--- config.mk ---
export PLATFORM = sky130hd
export DESIGN_NAME = cpu_slot_ctl
export DESIGN_NICKNAME = d
export VERILOG_FILES = /design/src/rtl/cpu_slot_pkg.sv /design/src/rtl/cpu_slot_scan.sv /design/src/rtl/cpu_slot_rdmux.sv /design/src/rtl/cpu_slot_ctl.sv
export SDC_FILE = /design/constraint.sdc
export NUM_CORES = 1
export LEC_CHECK = 0
export BUFFER_PORTS_ARGS = -buffer_cell sky130_fd_sc_hd__buf_4
export CAP_MARGIN = 20
export CORE_AREA = 3 3 259 261
export DETAILED_ROUTE_END_ITERATION = 12
export DIE_AREA = 0 0 262 264
export GPL_ROUTABILITY_DRIVEN = 0
export GPL_TIMING_DRIVEN = 0
export PLACE_DENSITY = 0.46
export SLEW_MARGIN = 10
export SYNTH_ARGS = -nofsm -noshare
export SYNTH_HDL_FRONTEND = slang
export SYNTH_SLANG_ARGS = --single-unit
--- constraint.sdc ---
create_clock -name clk -period 2.77 [get_ports clk]
set_input_delay 0.277 -clock clk [delete_from_list [all_inputs] [get_ports clk]]
set_output_delay 0.277 -clock clk [all_outputs]
set_load 0.02 [all_outputs]
--- src/rtl/cpu_slot_pkg.sv ---
package cpu_slot_pkg;
    localparam logic [3:0] OFF_DATA2 = 4'h0;
    localparam logic [3:0] OFF_FLAGS = 4'h4;
    localparam logic [3:0] OFF_CMD   = 4'h5;
    localparam logic [3:0] OFF_DATA  = 4'h8;

    typedef enum logic [7:0] {
        CMD_NEXT_EVT = 8'd0,
        CMD_EVT_CODE = 8'd1,
        CMD_STS_CODE = 8'd2,
        CMD_ARCH_ID  = 8'd3
    } cmd_e;
endpackage

--- src/rtl/cpu_slot_scan.sv ---
module cpu_slot_scan #(
    parameter int NSLOT = 8,
    localparam int IW = (NSLOT > 1) ? $clog2(NSLOT) : 1
) (
    input  logic [NSLOT-1:0] pend,
    input  logic [31:0]      start,
    output logic             found,
    output logic [IW-1:0]    idx
);
    always_comb begin
        found = 1'b0;
        idx   = '0;
        for (int i = NSLOT - 1; i >= 0; i--) begin
            if (pend[i] && (32'(i) >= start)) begin
                found = 1'b1;
                idx   = IW'(i);
            end
        end
    end
endmodule

--- src/rtl/cpu_slot_rdmux.sv ---
module cpu_slot_rdmux
    import cpu_slot_pkg::*;
(
    input  logic [3:0]  addr,
    input  logic [7:0]  cmd,
    input  logic [31:0] sel,
    input  logic        sel_ok,
    input  logic        en,
    input  logic        ins,
    input  logic        rem,
    input  logic [63:0] id,
    output logic [31:0] rdata
);
    always_comb begin
        rdata = '0;
        if (sel_ok) begin
            unique case (addr)
                OFF_DATA2: if (cmd == CMD_ARCH_ID) rdata = id[63:32];
                OFF_FLAGS: rdata = {29'd0, rem, ins, en};
                OFF_DATA: begin
                    if (cmd == CMD_NEXT_EVT)     rdata = sel;
                    else if (cmd == CMD_ARCH_ID) rdata = id[31:0];
                end
                default: rdata = '0;
            endcase
        end
    end
endmodule

--- src/rtl/cpu_slot_ctl.sv ---
module cpu_slot_ctl
    import cpu_slot_pkg::*;
#(
    parameter int NSLOT = 8,
    localparam int IW = (NSLOT > 1) ? $clog2(NSLOT) : 1
) (
    input  logic               clk,
    input  logic               rst_n,
    input  logic               wr_en,
    input  logic [3:0]         addr,
    input  logic [31:0]        wdata,
    output logic [31:0]        rdata,
    input  logic [NSLOT-1:0]   slot_en,
    input  logic [NSLOT-1:0]   ins_set,
    input  logic [NSLOT-1:0]   rem_set,
    input  logic [NSLOT*64-1:0] slot_id,
    output logic               notify,
    output logic               rpt_valid,
    output logic [31:0]        rpt_event,
    output logic [31:0]        rpt_status
);
    typedef struct packed {
        logic [31:0]      sel;
        logic [7:0]       cmd;
        logic [31:0]      ev;
        logic [31:0]      st;
        logic             rpt;
        logic [NSLOT-1:0] ins;
        logic [NSLOT-1:0] rem;
    } state_t;

    state_t s_q, s_d;

    logic          sel_ok;
    logic [IW-1:0] sel_idx;
    logic          scan_found;
    logic [IW-1:0] scan_idx;
    logic [63:0]   cur_id;

    assign sel_ok  = s_q.sel < 32'(NSLOT);
    assign sel_idx = s_q.sel[IW-1:0];
    assign cur_id  = sel_ok ? slot_id[64*sel_idx +: 64] : 64'd0;

    cpu_slot_scan #(.NSLOT(NSLOT)) u_scan (
        .pend  (s_q.ins | s_q.rem),
        .start (s_q.sel),
        .found (scan_found),
        .idx   (scan_idx)
    );

    cpu_slot_rdmux u_rdmux (
        .addr   (addr),
        .cmd    (s_q.cmd),
        .sel    (s_q.sel),
        .sel_ok (sel_ok),
        .en     (sel_ok ? slot_en[sel_idx] : 1'b0),
        .ins    (sel_ok ? s_q.ins[sel_idx] : 1'b0),
        .rem    (sel_ok ? s_q.rem[sel_idx] : 1'b0),
        .id     (cur_id),
        .rdata  (rdata)
    );

    always_comb begin
        s_d     = s_q;
        s_d.rpt = 1'b0;
        for (int i = 0; i < NSLOT; i++) begin
            if (wr_en && addr == OFF_FLAGS && sel_ok && sel_idx == IW'(i)) begin
                if (wdata[1]) s_d.ins[i] = 1'b0;
                if (wdata[2]) s_d.rem[i] = 1'b0;
            end
            if (ins_set[i]) s_d.ins[i] = 1'b1;
            if (rem_set[i]) s_d.rem[i] = 1'b1;
        end
        if (wr_en && addr == OFF_CMD) begin
            s_d.cmd = wdata[7:0];
            if (wdata[7:0] == CMD_NEXT_EVT && scan_found)
                s_d.sel = 32'(scan_idx);
        end
        if (wr_en && addr == OFF_DATA) begin
            if (s_q.cmd == CMD_EVT_CODE) begin
                s_d.ev = wdata;
            end else if (s_q.cmd == CMD_STS_CODE) begin
                s_d.st  = wdata;
                s_d.rpt = 1'b1;
            end else begin
                s_d.sel = wdata;
            end
        end
    end

    always_ff @(posedge clk) begin
        if (!rst_n) s_q <= '0;
        else        s_q <= s_d;
    end

    assign notify     = |(s_q.ins | s_q.rem);
    assign rpt_valid  = s_q.rpt;
    assign rpt_event  = s_q.ev;
    assign rpt_status = s_q.st;


    notify_after_set_chk: assert property (@(posedge clk) disable iff (!rst_n)
        (|(ins_set | rem_set)) |=> notify);


    report_pulse_chk: assert property (@(posedge clk) disable iff (!rst_n)
        (wr_en && addr == OFF_DATA && s_q.cmd == CMD_STS_CODE)
        |=> (rpt_valid && rpt_status == $past(wdata)));


    unmapped_zero_chk: assert property (@(posedge clk) disable iff (!rst_n)
        !(addr == OFF_DATA2 || addr == OFF_FLAGS || addr == OFF_DATA) |-> rdata == 32'd0);


    bad_sel_zero_chk: assert property (@(posedge clk) disable iff (!rst_n)
        (!sel_ok && (addr == OFF_DATA2 || addr == OFF_DATA)) |-> rdata == 32'd0);


    sel_hold_on_cmd_chk: assert property (@(posedge clk) disable iff (!rst_n)
        (wr_en && addr == OFF_CMD && wdata[7:0] != 8'd0) |=> $stable(s_q.sel));


    evt_code_keeps_sel_chk: assert property (@(posedge clk) disable iff (!rst_n)
        (wr_en && addr == OFF_DATA && s_q.cmd == CMD_EVT_CODE)
        |=> ($stable(s_q.sel) && rpt_event == $past(wdata)));
endmodule

==> out/metrics.csv, run 1 <==
metric,value,unit
outcome,"finished, violations left",
failing checks,negative setup slack,
number of flops mapped to enable cells by yosys,0,
mean post-synth cell area,9.796,um^2
GRT Residual Overflow,0,
"Top FF cell, synth",dfxtp_1,
Starting Density,15.52,%
share of cells above drive strength 1,65.04,%
drt first-iter violations,1001,
Setup crit start kind,register,
final design utilization,28.48,%
vias in the first global route,12845,
Synth Net Count,1600,
Final Max Tran Viols,0,
CTS buffer count,17,
RSZ-0062 raised after global routing,true,
hpwl dp,78190,um
top-area cell type share of the netlist area,29.83,%
Slew HR,43.27,%
R2R Setup Slk,0.01,ns
"area leader, netlist",mux4_2,
yosys warns,0,
Worst R2R End,rpt_status[11],
R2R depth,9,
Power Density,302.1,nW/um^2
final setup fails,32,
worst setup path startpoint,s_q[89],
detailed-route via count,12575,
post-route minimum period,3.009,ns
die area,69170,um^2
setup TNS,-4.307,ns
largest net degree at the start of global routing,17,
max_cap viols,0,
initial antenna violation count,77,
Ports,673,
H-tree levels,4,
all-layer global routing usage,25.06,%
final WL,90520,um
Setup crit end,rdata[13],
Worst-Skew Late Latency,0.44,ns
actual slew at the worst max-slew pin,0.8478,ns
vias per inst,4.720,
Tcrit/Tclk final,108.6,%
#FFs+latches synth,121,
largest fanout on the critical path,5,
dpl ws,-1.212,ns
Clock Skew,0.01773,ns
final hold violation count,0,
Hold Path Class,primary input to register,
area of the core,64700,um^2
die height,264,um
"Clk pin slew, worst setup/hold paths",0.07,ns
CTS tree,yes,
die width,262,um
Critical Path AT,2.73,ns
R2R Path Start,s_q[85],
first-pass GRT wire length,115200,um
synthesized instance count,1025,
synth unique cells,55,
Nets,2344,
CP Capture Type,primary output,
Area Growth Syn to Fin,83.51,%
leading post-synthesis cells by cell area,"mux4_2 (30%), dfxtp_1 (24%), nand2_1 (8.1%), mux2_2 (6.6%), buf_4 (4.9%)",
ANT nets after route,0,
P_leak,0.007402,uW
standard-cell rows,93,
clock root buffer,clkbuf_16,
DRC Markers,0,
"Seq/Total Area, Yosys",24.12,%
share of flip-flops with an asynchronous set or reset,0,%
CP Class,register to primary output,
1st-pass router iterations,5,
number of port buffers,671,
clock tree buffer depth,2,
Worst EP required,2.49,ns
WL/cell,33.98,um
Worst VDD drop,0.2862,mV
PnR worst setup slack,-0.2392,ns
cts-stage hold buffer count,0,
CTS Sinks,121,
fmax,332.3,MHz
Post-Syn Area,10040,um^2
## how the worst min path moves through the flow
stage	from	to	slack, ns	cells past startpoint
2_1_floorplan	wdata[10]	rpt_event[10]	0.41	2
5_1_grt	rem_set[6]	s_q[6]	0.08	3
3_3_place_gp	rpt_event[25]	rpt_event[25]	0.45	2
3_5_place_dp	rpt_status[26]	rpt_status[26]	0.45	2
6_report	rem_set[6]	s_q[6]	0.10	3
4_1_cts	rem_set[7]	s_q[7]	0.06	3
## cell usage in the layout, fill, tap and decap left out, drive strengths merged, types with 29 or more instances in the layout
cell type | Yosys | final
buf | 108 | 834
nand2 | 218 | 218
mux4 | 133 | 133
dfxtp | 121 | 121
a21boi | 94 | 94
clkbuf | 50 | 69
mux2 | 59 | 59
a21oi | 54 | 54
nor2 | 31 | 31
a22oi | 29 | 29
## metal layers
metal | GRT usage [%] | vias up | routed length, um
li1 | - | 5305 | -
met1 | 31.41 | 6256 | 37010
met2 | 39.10 | 819 | 40140
met3 | 8.944 | 167 | 9035
met4 | 9.864 | 28 | 4152
met5 | 0 | - | 192
## worst max-delay path, cell delays in order, from the launching register on
cell       delay, ns
dfxtp_2         0.34
buf_8           0.13
clkbuf_16       0.18
buf_12          0.13
buf_16          0.12
mux4_2          0.52
mux2_4          0.29
a22oi_2         0.29
a21oi_2         0.11
buf_6           0.15
## metrics by stage
stage                     hold slack, ns  cells  cell area [um^2]  power (uW)
after global placement            0.4451   2551             16150        3196
after detailed placement          0.4492   2554             16190        3212
after global routing             0.08314   2652             18400        5759
after floorplan                   0.4118   1025             10040        2275
after CTS                        0.06433   2621             17850        5577
final                             0.1020   2664             18430        5567
## Yosys cell counts (all sizes together), types with 3 or more instances
| cell type | count |
|---|---|
| mux2 | 59 |
| nor4 | 9 |
| nand2 | 218 |
| or4 | 4 |
| o22ai | 4 |
| a21oi | 54 |
| buf | 108 |
| nor2b | 10 |
| nor2 | 31 |
| a21boi | 94 |
| nand2b | 4 |
| nand4 | 4 |
| dfxtp | 121 |
| mux4 | 133 |
| clkbuf | 50 |
| nand3 | 7 |
| a211oi | 3 |
| or3b | 3 |
| nor3b | 6 |
| mux2i | 15 |
| a22oi | 29 |
| o21ai | 22 |
| nor3 | 7 |
## logic make-up (layout without fill, tap and decap cells)
family	count (synthesis)	after routing	synth area share [%]
AND/OR/NAND/NOR	317	317	14.12
XOR/XNOR	1	1	0.08724
AO/OA/AOI/OAI	220	220	14.63
multiplexers	207	207	37.94
buffers and inverters	159	916	9.097
flip-flops	121	121	24.12
other	0	27	0
## where the power goes
group,internal [uW],switching [uW]
clock,1380,898
combinational,891,606
sequential,1770,24.7
## flip-flops by register name, indices dropped and copies added (netlist names)
name,cells
rpt_event,32
rpt_status,32
rpt_valid,1
s_q,56
## timing repair
item / 4_1_cts / 5_1_grt
buffers inserted: 34 / 17
gates cloned: 4 / 3
gates resized for setup: 199 / 89
endpoints found under the setup margin: 36 / 67
pin swaps: 30 / 31
## final cells by class
cell class | count | area, um^2
fill | 6977 | 46270
clock inverter | 12 | 140.1
multi-input combinational | 745 | 7074
sequential | 121 | 2425
clock buffer | 20 | 456.7
timing repair buffer | 732 | 5852
inverter | 1 | 3.754
tap | 855 | 1070
antenna | 27 | 67.56
buffer | 151 | 1338
Power figures use the tool's default switching activity.
==> run 2: changes to the inputs <==
- CTS_BUF_LIST: default -> sky130_fd_sc_hd__clkbuf_4
==> run 2 against run 1 <==
  * The run still ends with negative setup slack left
  * Fmax fell by 5.8%
  * Sequential share of layout area fell by 0.23 points
  * Via count rose by 2.5%
  * Clock power fell by 42%
  * Largest power group is now registers
  * Highest routed layer unchanged
==> out/metrics.csv, run 2 (synthesis gave the netlist of run 1 again) <==
metric,value,unit,change
die area,69170,um^2,unchanged
Slew HR,29.83,%,-13 points
vias per inst,4.734,,+0.30%
final setup fails,32,,unchanged
hpwl dp,78190,um,unchanged
CTS buffer count,17,,unchanged
DRC Markers,0,,unchanged
max reg flops,56,,unchanged
1st-pass router iterations,5,,unchanged
fin area,18760,um^2,+1.8%
largest net degree at the start of global routing,17,,unchanged
Power Density,250.5,nW/um^2,-17%
most frequent cells in the layout,"buf_4 (750), nand2_1 (205), mux4_2 (133)",,
"Clk pin slew, worst setup/hold paths",0.16,ns,+0.09 ns
PnR worst setup slack,-0.4235,ns,-0.1843 ns
Ports,673,,unchanged
R2R Setup Slk,0.09,ns,+0.08 ns
Final Max Tran Viols,0,,unchanged
number of port buffers,671,,unchanged
share of cells above drive strength 1,63.75,%,-1.3 points
CP Capture Type,primary output,,
first-pass GRT wire length,115600,um,+0.32%
vias in the first global route,12929,,+0.65%
Hold Path Class,primary input to register,,
Filler cells,6952,,-0.36%
CP Class,register to primary output,,
DP Area,16190,um^2,unchanged
dpl ws,-1.212,ns,unchanged
Pwr Total,4700,uW,-16%
Nets,2402,,+2.5%
Worst R2R End,rpt_event[27],,
Starting Density,15.52,%,unchanged
Area Growth Syn to Fin,86.87,%,
CTS Sinks,121,,unchanged
RSZ-0062 raised after global routing,true,,
detailed-route via count,12892,,+2.5%
post-route minimum period,3.194,ns,+0.1843 ns
Critical Path AT,2.92,ns,+0.19 ns
most flop-heavy register,s_q,,
all-layer global routing usage,25.11,%,+0.054 points
ANT nets after route,0,,unchanged
"commonest non-fill, non-tap cell in the layout",buf_4,,
Hold Startpoint,rst_n,,
clock root buffer,clkbuf_4,,
Worst EP required,2.49,ns,about the same
CTS tree,yes,,
failing checks,negative setup slack,,
drt first-iter violations,945,,-5.6%
final WL,91420,um,+0.99%
largest fanout on the critical path,5,,unchanged
Worst-Skew Late Latency,0.64,ns,+0.20 ns
actual slew at the worst max-slew pin,1.050,ns,+0.2020 ns
slowest CP cell,or4_4,,
GRT Residual Overflow,0,,unchanged
critical path cell sequence,or4_4 -> nor3_4 -> nand3_4 -> nor2_4 -> buf_8 -> buf_12 -> buf_6 -> a22oi_2 -> a21oi_1 -> buf_4,,
clock tree buffer depth,2,,unchanged
setup TNS,-11.49,ns,-7.184 ns
die height,264,um,unchanged
area of the core,64700,um^2,unchanged
WL/cell,33.57,um,-1.2%
Setup crit start kind,register,,
R2R Path Start,s_q[85],,
H-tree levels,4,,unchanged
standard-cell rows,93,,unchanged
Worst VDD drop,0.1766,mV,-38%
worst hold stages,3,,unchanged
initial antenna violation count,75,,-2.6%
worst hold path endpoint,s_q[6],,
Register Area,2426,um^2,about the same
die width,262,um,unchanged
P_leak,0.007601,uW,+2.7%
crit-path max cell delay,0.55,ns,+0.03 ns
R2R depth,8,,-1
fmax,313.1,MHz,-5.8%
max_cap viols,0,,unchanged
outcome,"finished, violations left",,
Tcrit/Tclk final,115.3,%,+6.7 points
area of the multi-input gates,7164,um^2,+1.3%
hold slack,0.09667,ns,-0.005340 ns
Clock Skew,0.04874,ns,+0.03101 ns
final hold violation count,0,,unchanged
## run 2: report_power, final
| group | total, uW | internal, uW | switching (uW) |
|---|---|---|---|
| sequential | 1790 | 1760 | 24.5 |
| clock | 1330 | 549 | 783 |
| combinational | 1580 | 950 | 629 |
| total | 4700 | 3260 | 1440 |
## run 2: worst max-delay path: cells and delay by family (launching register included)
family                 cells  cell delay [ns]
AO/OA/AOI/OAI              2             0.21
buffers and inverters      4             0.59
flip-flops                 1             0.33
AND/OR/NAND/NOR            4             1.16
## run 2: cell type report
type	instances	area share [%]
inverter	1	0.02001
buffer	153	7.235
multi-input combinational	745	38.18
timing repair buffer	788	34.05
clock inverter	14	0.7869
sequential	121	12.93
antenna	28	0.3734
tap	855	5.702
clock buffer	18	0.7202
## run 2: how the worst max path moves through the flow
stage | end | start | cells past startpoint
6_report | rdata[24] | s_q[85] | 10
5_1_grt | rdata[26] | s_q[89] | 8
4_1_cts | rdata[1] | s_q[85] | 9
3_5_place_dp | rdata[26] | s_q[90] | 8
3_3_place_gp | rdata[26] | s_q[90] | 8
2_1_floorplan | rdata[1] | s_q[88] | 8
## run 2: what timing repair did
item / CTS / global route
pin swaps: 29 / 34
cloned: 4 / 3
hold buffers: 49 / 0
buffers inserted: 37 / 23
gates resized for setup: 212 / 103
setup endpoints to repair: 39 / 82
endpoints found under the hold margin: 119 / 0
## run 2: through the flow
step           cells  util, %
2_1_floorplan   1025        -
3_3_place_gp    2551    24.96
3_5_place_dp    2554    25.02
4_1_cts         2673    27.96
5_1_grt         2710    28.95
6_report        2723    29.00
## run 2: per-layer routing
layer	vias to the layer above	part of all wire [%]	track usage [%]	wire, um
li1	5428	-	-	-
met1	6483	41	31.65	37400
met2	788	45	39.39	41180
met3	165	10	8.839	9309
met4	28	3.7	9.224	3348
met5	-	0.20	0	186
